--- src/rtl/spi_lx_pkg.sv ---
package spi_lx_pkg;

    localparam int DIV_CODE_W = 3;
    localparam int HALF_W     = 7;

    typedef enum logic [1:0] {
        SQ_HOLD  = 2'd0,
        SQ_SETUP = 2'd1,
        SQ_XFER  = 2'd2
    } seq_state_e;

    // Half SCK period in system cycles for a divider code.
    function automatic logic [HALF_W-1:0] half_of(input logic [DIV_CODE_W-1:0] code);
        logic [HALF_W-1:0] h;
        if (code == 3'd7) begin
            h = 7'd64;
        end else begin
            h = 7'd1 << code;
        end
        return h;
    endfunction

endpackage

--- src/rtl/lx_shift_engine.sv ---
module lx_shift_engine
    import spi_lx_pkg::*;
#(
    parameter int BITS = 8
) (
    input  logic                  clk,
    input  logic                  rst_n,
    input  logic                  start,
    input  logic                  cpol,
    input  logic                  cpha,
    input  logic [DIV_CODE_W-1:0] div_code,
    input  logic [BITS-1:0]       tx_byte,
    input  logic                  miso,
    output logic                  sclk,
    output logic                  mosi,
    output logic                  done,
    output logic [BITS-1:0]       rx_byte
);

    localparam int NEDGE = 2 * BITS;
    localparam int EW    = $clog2(NEDGE);
    localparam logic [EW-1:0] LAST_EDGE = EW'(NEDGE - 1);

    typedef struct packed {
        logic              busy;
        logic              cpha;
        logic [HALF_W-1:0] half;
        logic [HALF_W-1:0] hcnt;
        logic [EW-1:0]     edge_idx;
        logic              sclk;
        logic [BITS-1:0]   tx_sr;
        logic [BITS-1:0]   rx_sr;
        logic              done;
    } eng_t;

    eng_t eng_d, eng_q;
    logic lead;

    always_comb begin
        eng_d      = eng_q;
        eng_d.done = 1'b0;
        lead       = ~eng_q.edge_idx[0];
        if (!eng_q.busy) begin
            eng_d.sclk = cpol;
            if (start) begin
                eng_d.busy     = 1'b1;
                eng_d.cpha     = cpha;
                eng_d.half     = half_of(div_code);
                eng_d.hcnt     = '0;
                eng_d.edge_idx = '0;
                eng_d.tx_sr    = tx_byte;
            end
        end else if (eng_q.hcnt == eng_q.half - 7'd1) begin
            eng_d.hcnt     = '0;
            eng_d.sclk     = ~eng_q.sclk;
            eng_d.edge_idx = eng_q.edge_idx + 1'b1;
            if (lead ^ eng_q.cpha) begin
                eng_d.rx_sr = {eng_q.rx_sr[BITS-2:0], miso};
            end else if (eng_q.edge_idx != '0 && eng_q.edge_idx != LAST_EDGE) begin
                eng_d.tx_sr = {eng_q.tx_sr[BITS-2:0], 1'b0};
            end
            if (eng_q.edge_idx == LAST_EDGE) begin
                eng_d.busy = 1'b0;
                eng_d.done = 1'b1;
            end
        end else begin
            eng_d.hcnt = eng_q.hcnt + 7'd1;
        end
    end

    always_ff @(posedge clk or negedge rst_n) begin
        if (!rst_n) begin
            eng_q <= '0;
        end else begin
            eng_q <= eng_d;
        end
    end

    assign sclk    = eng_q.sclk;
    assign mosi    = eng_q.tx_sr[BITS-1];
    assign done    = eng_q.done;
    assign rx_byte = eng_q.rx_sr;

endmodule

--- src/rtl/lx_err_stretch.sv ---
module lx_err_stretch #(
    parameter int LEN = 100,
    parameter int CW  = $clog2(LEN + 1)
) (
    input  logic clk,
    input  logic rst_n,
    input  logic trig,
    output logic err_n
);

    typedef struct packed {
        logic [CW-1:0] cnt;
        logic          err_n;
    } str_t;

    str_t str_d, str_q;

    always_comb begin
        str_d = str_q;
        if (trig) begin
            str_d.cnt = CW'(LEN);
        end else if (str_q.cnt != '0) begin
            str_d.cnt = str_q.cnt - 1'b1;
        end
        str_d.err_n = (str_d.cnt == '0);
    end

    always_ff @(posedge clk or negedge rst_n) begin
        if (!rst_n) begin
            str_q <= '{cnt: '0, err_n: 1'b1};
        end else begin
            str_q <= str_d;
        end
    end

    assign err_n = str_q.err_n;

endmodule

--- src/rtl/spi_loop_exerciser.sv ---
module spi_loop_exerciser
    import spi_lx_pkg::*;
#(
    parameter int CLK_HZ   = 250_000_000,
    parameter int SETUP_NS = 1500,
    parameter int HOLD_NS  = 1000,
    parameter int ERR_NS   = 100_000_000,
    parameter int BITS     = 8
) (
    input  logic                  clk,
    input  logic                  rst_n,
    input  logic                  cpol,
    input  logic                  cpha,
    input  logic [DIV_CODE_W-1:0] div_code,
    input  logic                  miso,
    output logic                  sclk,
    output logic                  mosi,
    output logic                  cs_n,
    output logic                  err_n
);

    localparam longint NS_PER_S = 64'd1_000_000_000;
    localparam longint SETUP_L  = (longint'(CLK_HZ) * SETUP_NS + NS_PER_S - 1) / NS_PER_S;
    localparam longint HOLD_L   = (longint'(CLK_HZ) * HOLD_NS + NS_PER_S - 1) / NS_PER_S;
    localparam longint ERR_L    = (longint'(CLK_HZ) * ERR_NS + NS_PER_S - 1) / NS_PER_S;
    localparam int SETUP_CYC = (SETUP_L < 1) ? 1 : int'(SETUP_L);
    localparam int HOLD_CYC  = (HOLD_L < 1) ? 1 : int'(HOLD_L);
    localparam int ERR_CYC   = (ERR_L < 2) ? 2 : int'(ERR_L);
    localparam int GUARD_MAX = (SETUP_CYC > HOLD_CYC) ? SETUP_CYC : HOLD_CYC;
    localparam int GW        = $clog2(GUARD_MAX + 1);

    typedef struct packed {
        seq_state_e      st;
        logic [GW-1:0]   cnt;
        logic            cs_n;
        logic [BITS-1:0] tx;
        logic            first;
    } seq_t;

    seq_t seq_d, seq_q;
    logic            start;
    logic            err_trig;
    logic            eng_done;
    logic [BITS-1:0] eng_rx;

    always_comb begin
        seq_d    = seq_q;
        start    = 1'b0;
        err_trig = 1'b0;
        unique case (seq_q.st)
            SQ_HOLD: begin
                if (seq_q.cnt == GW'(HOLD_CYC - 1)) begin
                    seq_d.st   = SQ_SETUP;
                    seq_d.cnt  = '0;
                    seq_d.cs_n = 1'b0;
                end else begin
                    seq_d.cnt = seq_q.cnt + 1'b1;
                end
            end
            SQ_SETUP: begin
                if (seq_q.cnt == GW'(SETUP_CYC - 1)) begin
                    seq_d.st = SQ_XFER;
                    start    = 1'b1;
                end else begin
                    seq_d.cnt = seq_q.cnt + 1'b1;
                end
            end
            SQ_XFER: begin
                if (eng_done) begin
                    seq_d.st    = SQ_HOLD;
                    seq_d.cnt   = '0;
                    seq_d.cs_n  = 1'b1;
                    seq_d.tx    = seq_q.tx + 1'b1;
                    seq_d.first = 1'b0;
                    err_trig    = !seq_q.first &&
                                  (eng_rx != ~(seq_q.tx - BITS'(1)));
                end
            end
            default: seq_d.st = SQ_HOLD;
        endcase
    end

    always_ff @(posedge clk or negedge rst_n) begin
        if (!rst_n) begin
            seq_q <= '{st: SQ_HOLD, cnt: '0, cs_n: 1'b1, tx: BITS'(1), first: 1'b1};
        end else begin
            seq_q <= seq_d;
        end
    end

    lx_shift_engine #(.BITS(BITS)) i_engine (
        .clk      (clk),
        .rst_n    (rst_n),
        .start    (start),
        .cpol     (cpol),
        .cpha     (cpha),
        .div_code (div_code),
        .tx_byte  (seq_q.tx),
        .miso     (miso),
        .sclk     (sclk),
        .mosi     (mosi),
        .done     (eng_done),
        .rx_byte  (eng_rx)
    );

    lx_err_stretch #(.LEN(ERR_CYC)) i_stretch (
        .clk   (clk),
        .rst_n (rst_n),
        .trig  (err_trig),
        .err_n (err_n)
    );

    assign cs_n = seq_q.cs_n;

endmodule

--- config.mk ---
export PLATFORM = sky130hd
export DESIGN_NAME = spi_loop_exerciser
export DESIGN_NICKNAME = d
export VERILOG_FILES = /design/src/rtl/spi_lx_pkg.sv /design/src/rtl/lx_shift_engine.sv /design/src/rtl/lx_err_stretch.sv /design/src/rtl/spi_loop_exerciser.sv
export SDC_FILE = /design/constraint.sdc
export NUM_CORES = 1
export LEC_CHECK = 0
export BUFFER_PORTS_ARGS = -buffer_cell sky130_fd_sc_hd__buf_4
export CAP_MARGIN = 40
export CORE_MARGIN = 4
export CORE_UTILIZATION = 35
export DETAILED_ROUTE_END_ITERATION = 12
export SLEW_MARGIN = 10
export SYNTH_ARGS = -nofsm -noshare
export SYNTH_HDL_FRONTEND = slang
export SYNTH_HIERARCHICAL = 1
export SYNTH_SLANG_ARGS = --single-unit
--- constraint.sdc ---
create_clock -name clk -period 5.02 [get_ports clk]
set_input_delay 0.251 -clock clk [delete_from_list [all_inputs] [get_ports clk]]
set_output_delay 0.251 -clock clk [all_outputs]
set_load 0.05 [all_outputs]
==> impl_metrics.ini <==
[worst_setup_path]
crit_cells = 12
slowest_stage_delay_on_critical_path_ns = 0.68
worstPathCellList = nor3_2, a21boi_0, a211o_1, a31oi_1, o31a_1, inv_1, a211oi_1, nand3_1, a21oi_1, o211ai_1, a211oi_1, and4_1
worst_path_most_repeated_cell = sky130_fd_sc_hd__a211oi_1
reg2regPathDepth = 12
r2r_setup_slack_ns = 1.24
cp-end-kind = flip-flop
r2r_end = i_stretch/err_n$_DFF_PN1_
cp_num_buf_inv = 1
r2r_start = seq_q[4]$_DFFE_PN0P_
crit_end = i_stretch/err_n$_DFF_PN1_
setup.worst_path.start = seq_q[4]$_DFFE_PN0P_
crit_type = reg2reg
crit_fanout = 21
arrival_ns = 4.06
critical-path-slowest-cell = sky130_fd_sc_hd__o31a_1
critical_path.startpoint_type = flip-flop
critPathTopFamily = compound AO/OA/AOI/OAI gates
cp.required_ns = 5.30

[floorplanning]
chip_height_um = 128
total_core_area_um2 = 14000
die_w_um = 128
start_util_pct = 36.2
die-area_um2 = 16500
ioPinCount = 12
rows = 43

[worst_hold_path]
hold_path.class = in2reg
hold_startpoint = div_code[2]

[timing]
hold_viol = 0
setup_viol_count_final = 0
slew_violations = 0
fin_tns_setup_ns = 0
fin_crit_sh_pct = 75.3
relSlewSlack_pct = 45.8
fmaxAchievable_mhz = 264
min_clock_period_post_route_ns = 3.78
timing.clock.skew_ns = 0.00874
grt_setup_unrepaired = no
worstMarginPinSlew_ns = 0.813

[flow_run]
drv_cap = 0

[global_route]
grt_pass1_wl_um = 17800
grt_max_degree = 60
overflow = 0
number_of_antenna_violations_at_the_first_check_in_global_routing = 0
grt_pass1_vias = 3658
grt_usage_pct = 13.1

[layout]
nNetsFinal = 522
stdcell_area_um2 = 5550
layout-drive-gt1-share_pct = 15.6
areaGrowthSynthToFinish_pct = 9.24
num_antenna_cells = 0

[power_and_ir_drop]
p_leak_nw = 2.53
pwr_density_cell_nw_per_um2 = 243
vdd.ir_drop.worst_v = 0.000171

[logic_synthesis]
synth_cell_types = 83
synth_top_flop_cell = sky130_fd_sc_hd__dfrtp_1
synth-async-reset-ratio_pct = 100
syn_area_um2 = 5080
syn_area_per_cell_um2 = 10.1
ys_seq_area_share_pct = 42.0
synth-edff-count = 0
synth_seq_cells = 85
synthesis.nets = 525
synthesis.yosys.warnings = 6
post_synth_inst_count = 503

[clocking]
path_clk_slew_ns = 0.07
clk_root_buffer_cell = sky130_fd_sc_hd__clkbuf_16
clock_tree.htree_level_count = 3
cts_repair_resize_count = 0
cts-buffers-inserted = 9
cts_buffer_depth = 2
clkSinkCount = 85
tritoncts = done
clock_latency_ns = 0.35
postCtsSetupBuffers = 0

[route]
drt_pass1_iterations = 4
wire_length_after_detailed_routing_um = 10200
drt-initial-drc-count = 267
vias = 3615
post-route-drc-count = 0
routed_via_density = 5.28
antenna_violating_nets_post_route = 0
wl_per_cell_um = 14.8

[outcome]
status = complete, no violations

[placed_design]
place.gp.congestion = 0.831
dpl_cell_area_um2 = 5260
dpl.hpwl_um = 7390
io_buffers = 11
metrics by stage:
step / setup slack (ns) / hold WS, ns / cells / power, mW / util (%)
global route: 0.931 / 0.125 / 685 / 1.40 / 39.5
finish: 1.24 / 0.116 / 685 / 1.35 / 39.5
CTS: 1.30 / 0.105 / 685 / 1.37 / 39.5
global placement: 1.47 / 0.471 / 666 / 0.733 / 37.2
detailed placement: 1.37 / 0.197 / 668 / 0.737 / 37.5
floorplan: 2.05 / -0.0446 / 503 / 0.712 / -
power breakdown:
group          switching (mW)  total, mW  internal [mW]
clock network           0.288      0.627          0.339
registers             0.00299      0.690          0.687
logic                  0.0213     0.0333         0.0119
total                   0.313       1.35           1.04
cell type report:
type,count,area [um2]
inverter,23,86.3
clock buffer,10,229
clock inverter,6,46.3
fill,1363,8490
sequential,85,2130
tap,180,225
timing repair buffer,14,135
multi-input combinational,367,2700
worst register-to-register path: cells and delay by family (launching register included):
kind | cells | cell delay, ns
buf+inv | 1 | 0.46
flops | 1 | 0.48
compound gates | 8 | 2.18
simple gates | 3 | 0.62
sequential cells by signal, summed over array words and instances (netlist names):
signal	flops
cs_n	1
i_engine/sclk	1
i_stretch/str_q	25
i_engine/mosi	1
i_engine/done	1
i_engine/eng_q	27
i_stretch/err_n	1
seq_q	20
i_engine/rx_byte	8
worst min-delay path by stage:
stage               depth (start not counted)  slack, ns                             end
floorplan                                   0      -0.04         i_engine/done$_DFF_PN0_
global placement                            2       0.47  i_engine/eng_q[33]$_DFFE_PN0P_
detailed placement                          1       0.20           seq_q[10]$_DFFE_PN0P_
CTS                                         2       0.10  i_engine/eng_q[32]$_DFFE_PN0P_
global route                                2       0.13  i_engine/eng_q[33]$_DFFE_PN0P_
finish                                      2       0.12  i_engine/eng_q[32]$_DFFE_PN0P_
logic make-up after synthesis:
logic type / count (synthesis) / share of synthesized area (%)
simple gates: 196 / 23.6
compound gates: 93 / 14.3
flops: 85 / 42.0
buf+inv: 51 / 4.98
xor+xnor: 49 / 8.45
mux: 15 / 3.23
fa+ha+maj: 14 / 3.45
synth_stat cells, types with 8 or more instances:
| cell | number | area, um2 |
|---|---|---|
| sky130_fd_sc_hd__a211oi_1 | 9 | 67.6 |
| sky130_fd_sc_hd__a21oi_1 | 12 | 60.1 |
| sky130_fd_sc_hd__buf_4 | 11 | 82.6 |
| sky130_fd_sc_hd__clkbuf_1 | 11 | 41.3 |
| sky130_fd_sc_hd__dfrtp_1 | 81 | 2030 |
| sky130_fd_sc_hd__ha_1 | 14 | 175 |
| sky130_fd_sc_hd__inv_1 | 23 | 86.3 |
| sky130_fd_sc_hd__mux2_2 | 9 | 101 |
| sky130_fd_sc_hd__nand2_1 | 39 | 146 |
| sky130_fd_sc_hd__nand3_1 | 18 | 90.1 |
| sky130_fd_sc_hd__nand4_1 | 8 | 50.1 |
| sky130_fd_sc_hd__nor2_1 | 39 | 146 |
| sky130_fd_sc_hd__nor2b_1 | 8 | 50.1 |
| sky130_fd_sc_hd__nor3_1 | 12 | 60.1 |
| sky130_fd_sc_hd__o21ai_0 | 13 | 65.1 |
| sky130_fd_sc_hd__o21ai_1 | 8 | 40.0 |
| sky130_fd_sc_hd__xnor2_1 | 26 | 228 |
| sky130_fd_sc_hd__xor2_1 | 23 | 201 |
layout by cell type (no fill, tap or decap), types with 8 or more instances in the layout:
cell / n
sky130_fd_sc_hd__ha_1: 14
sky130_fd_sc_hd__o21ai_1: 8
sky130_fd_sc_hd__nand4_1: 8
sky130_fd_sc_hd__xnor2_1: 26
sky130_fd_sc_hd__a211oi_1: 9
sky130_fd_sc_hd__xor2_1: 23
sky130_fd_sc_hd__nor3_1: 12
sky130_fd_sc_hd__inv_1: 23
sky130_fd_sc_hd__nand3_1: 18
sky130_fd_sc_hd__nand2_1: 39
sky130_fd_sc_hd__o21ai_0: 13
sky130_fd_sc_hd__mux2_2: 9
sky130_fd_sc_hd__dfrtp_1: 81
sky130_fd_sc_hd__a21oi_1: 12
sky130_fd_sc_hd__nor2_1: 39
sky130_fd_sc_hd__buf_4: 11
sky130_fd_sc_hd__clkbuf_16: 9
sky130_fd_sc_hd__nor2b_1: 8
what timing repair did:
action                     in CTS  in global routing
hold endpoints to repair       25                  0
hold buffers                    1                  0
setup endpoints to repair       0                  0
metal layers:
metal	wire (um)	GRT usage (%)
met5	0	0
met4	192	5.24
met3	316	2.57
met2	4870	21.5
met1	4780	17.2
Note: power is estimated with default switching activity, not from simulation.
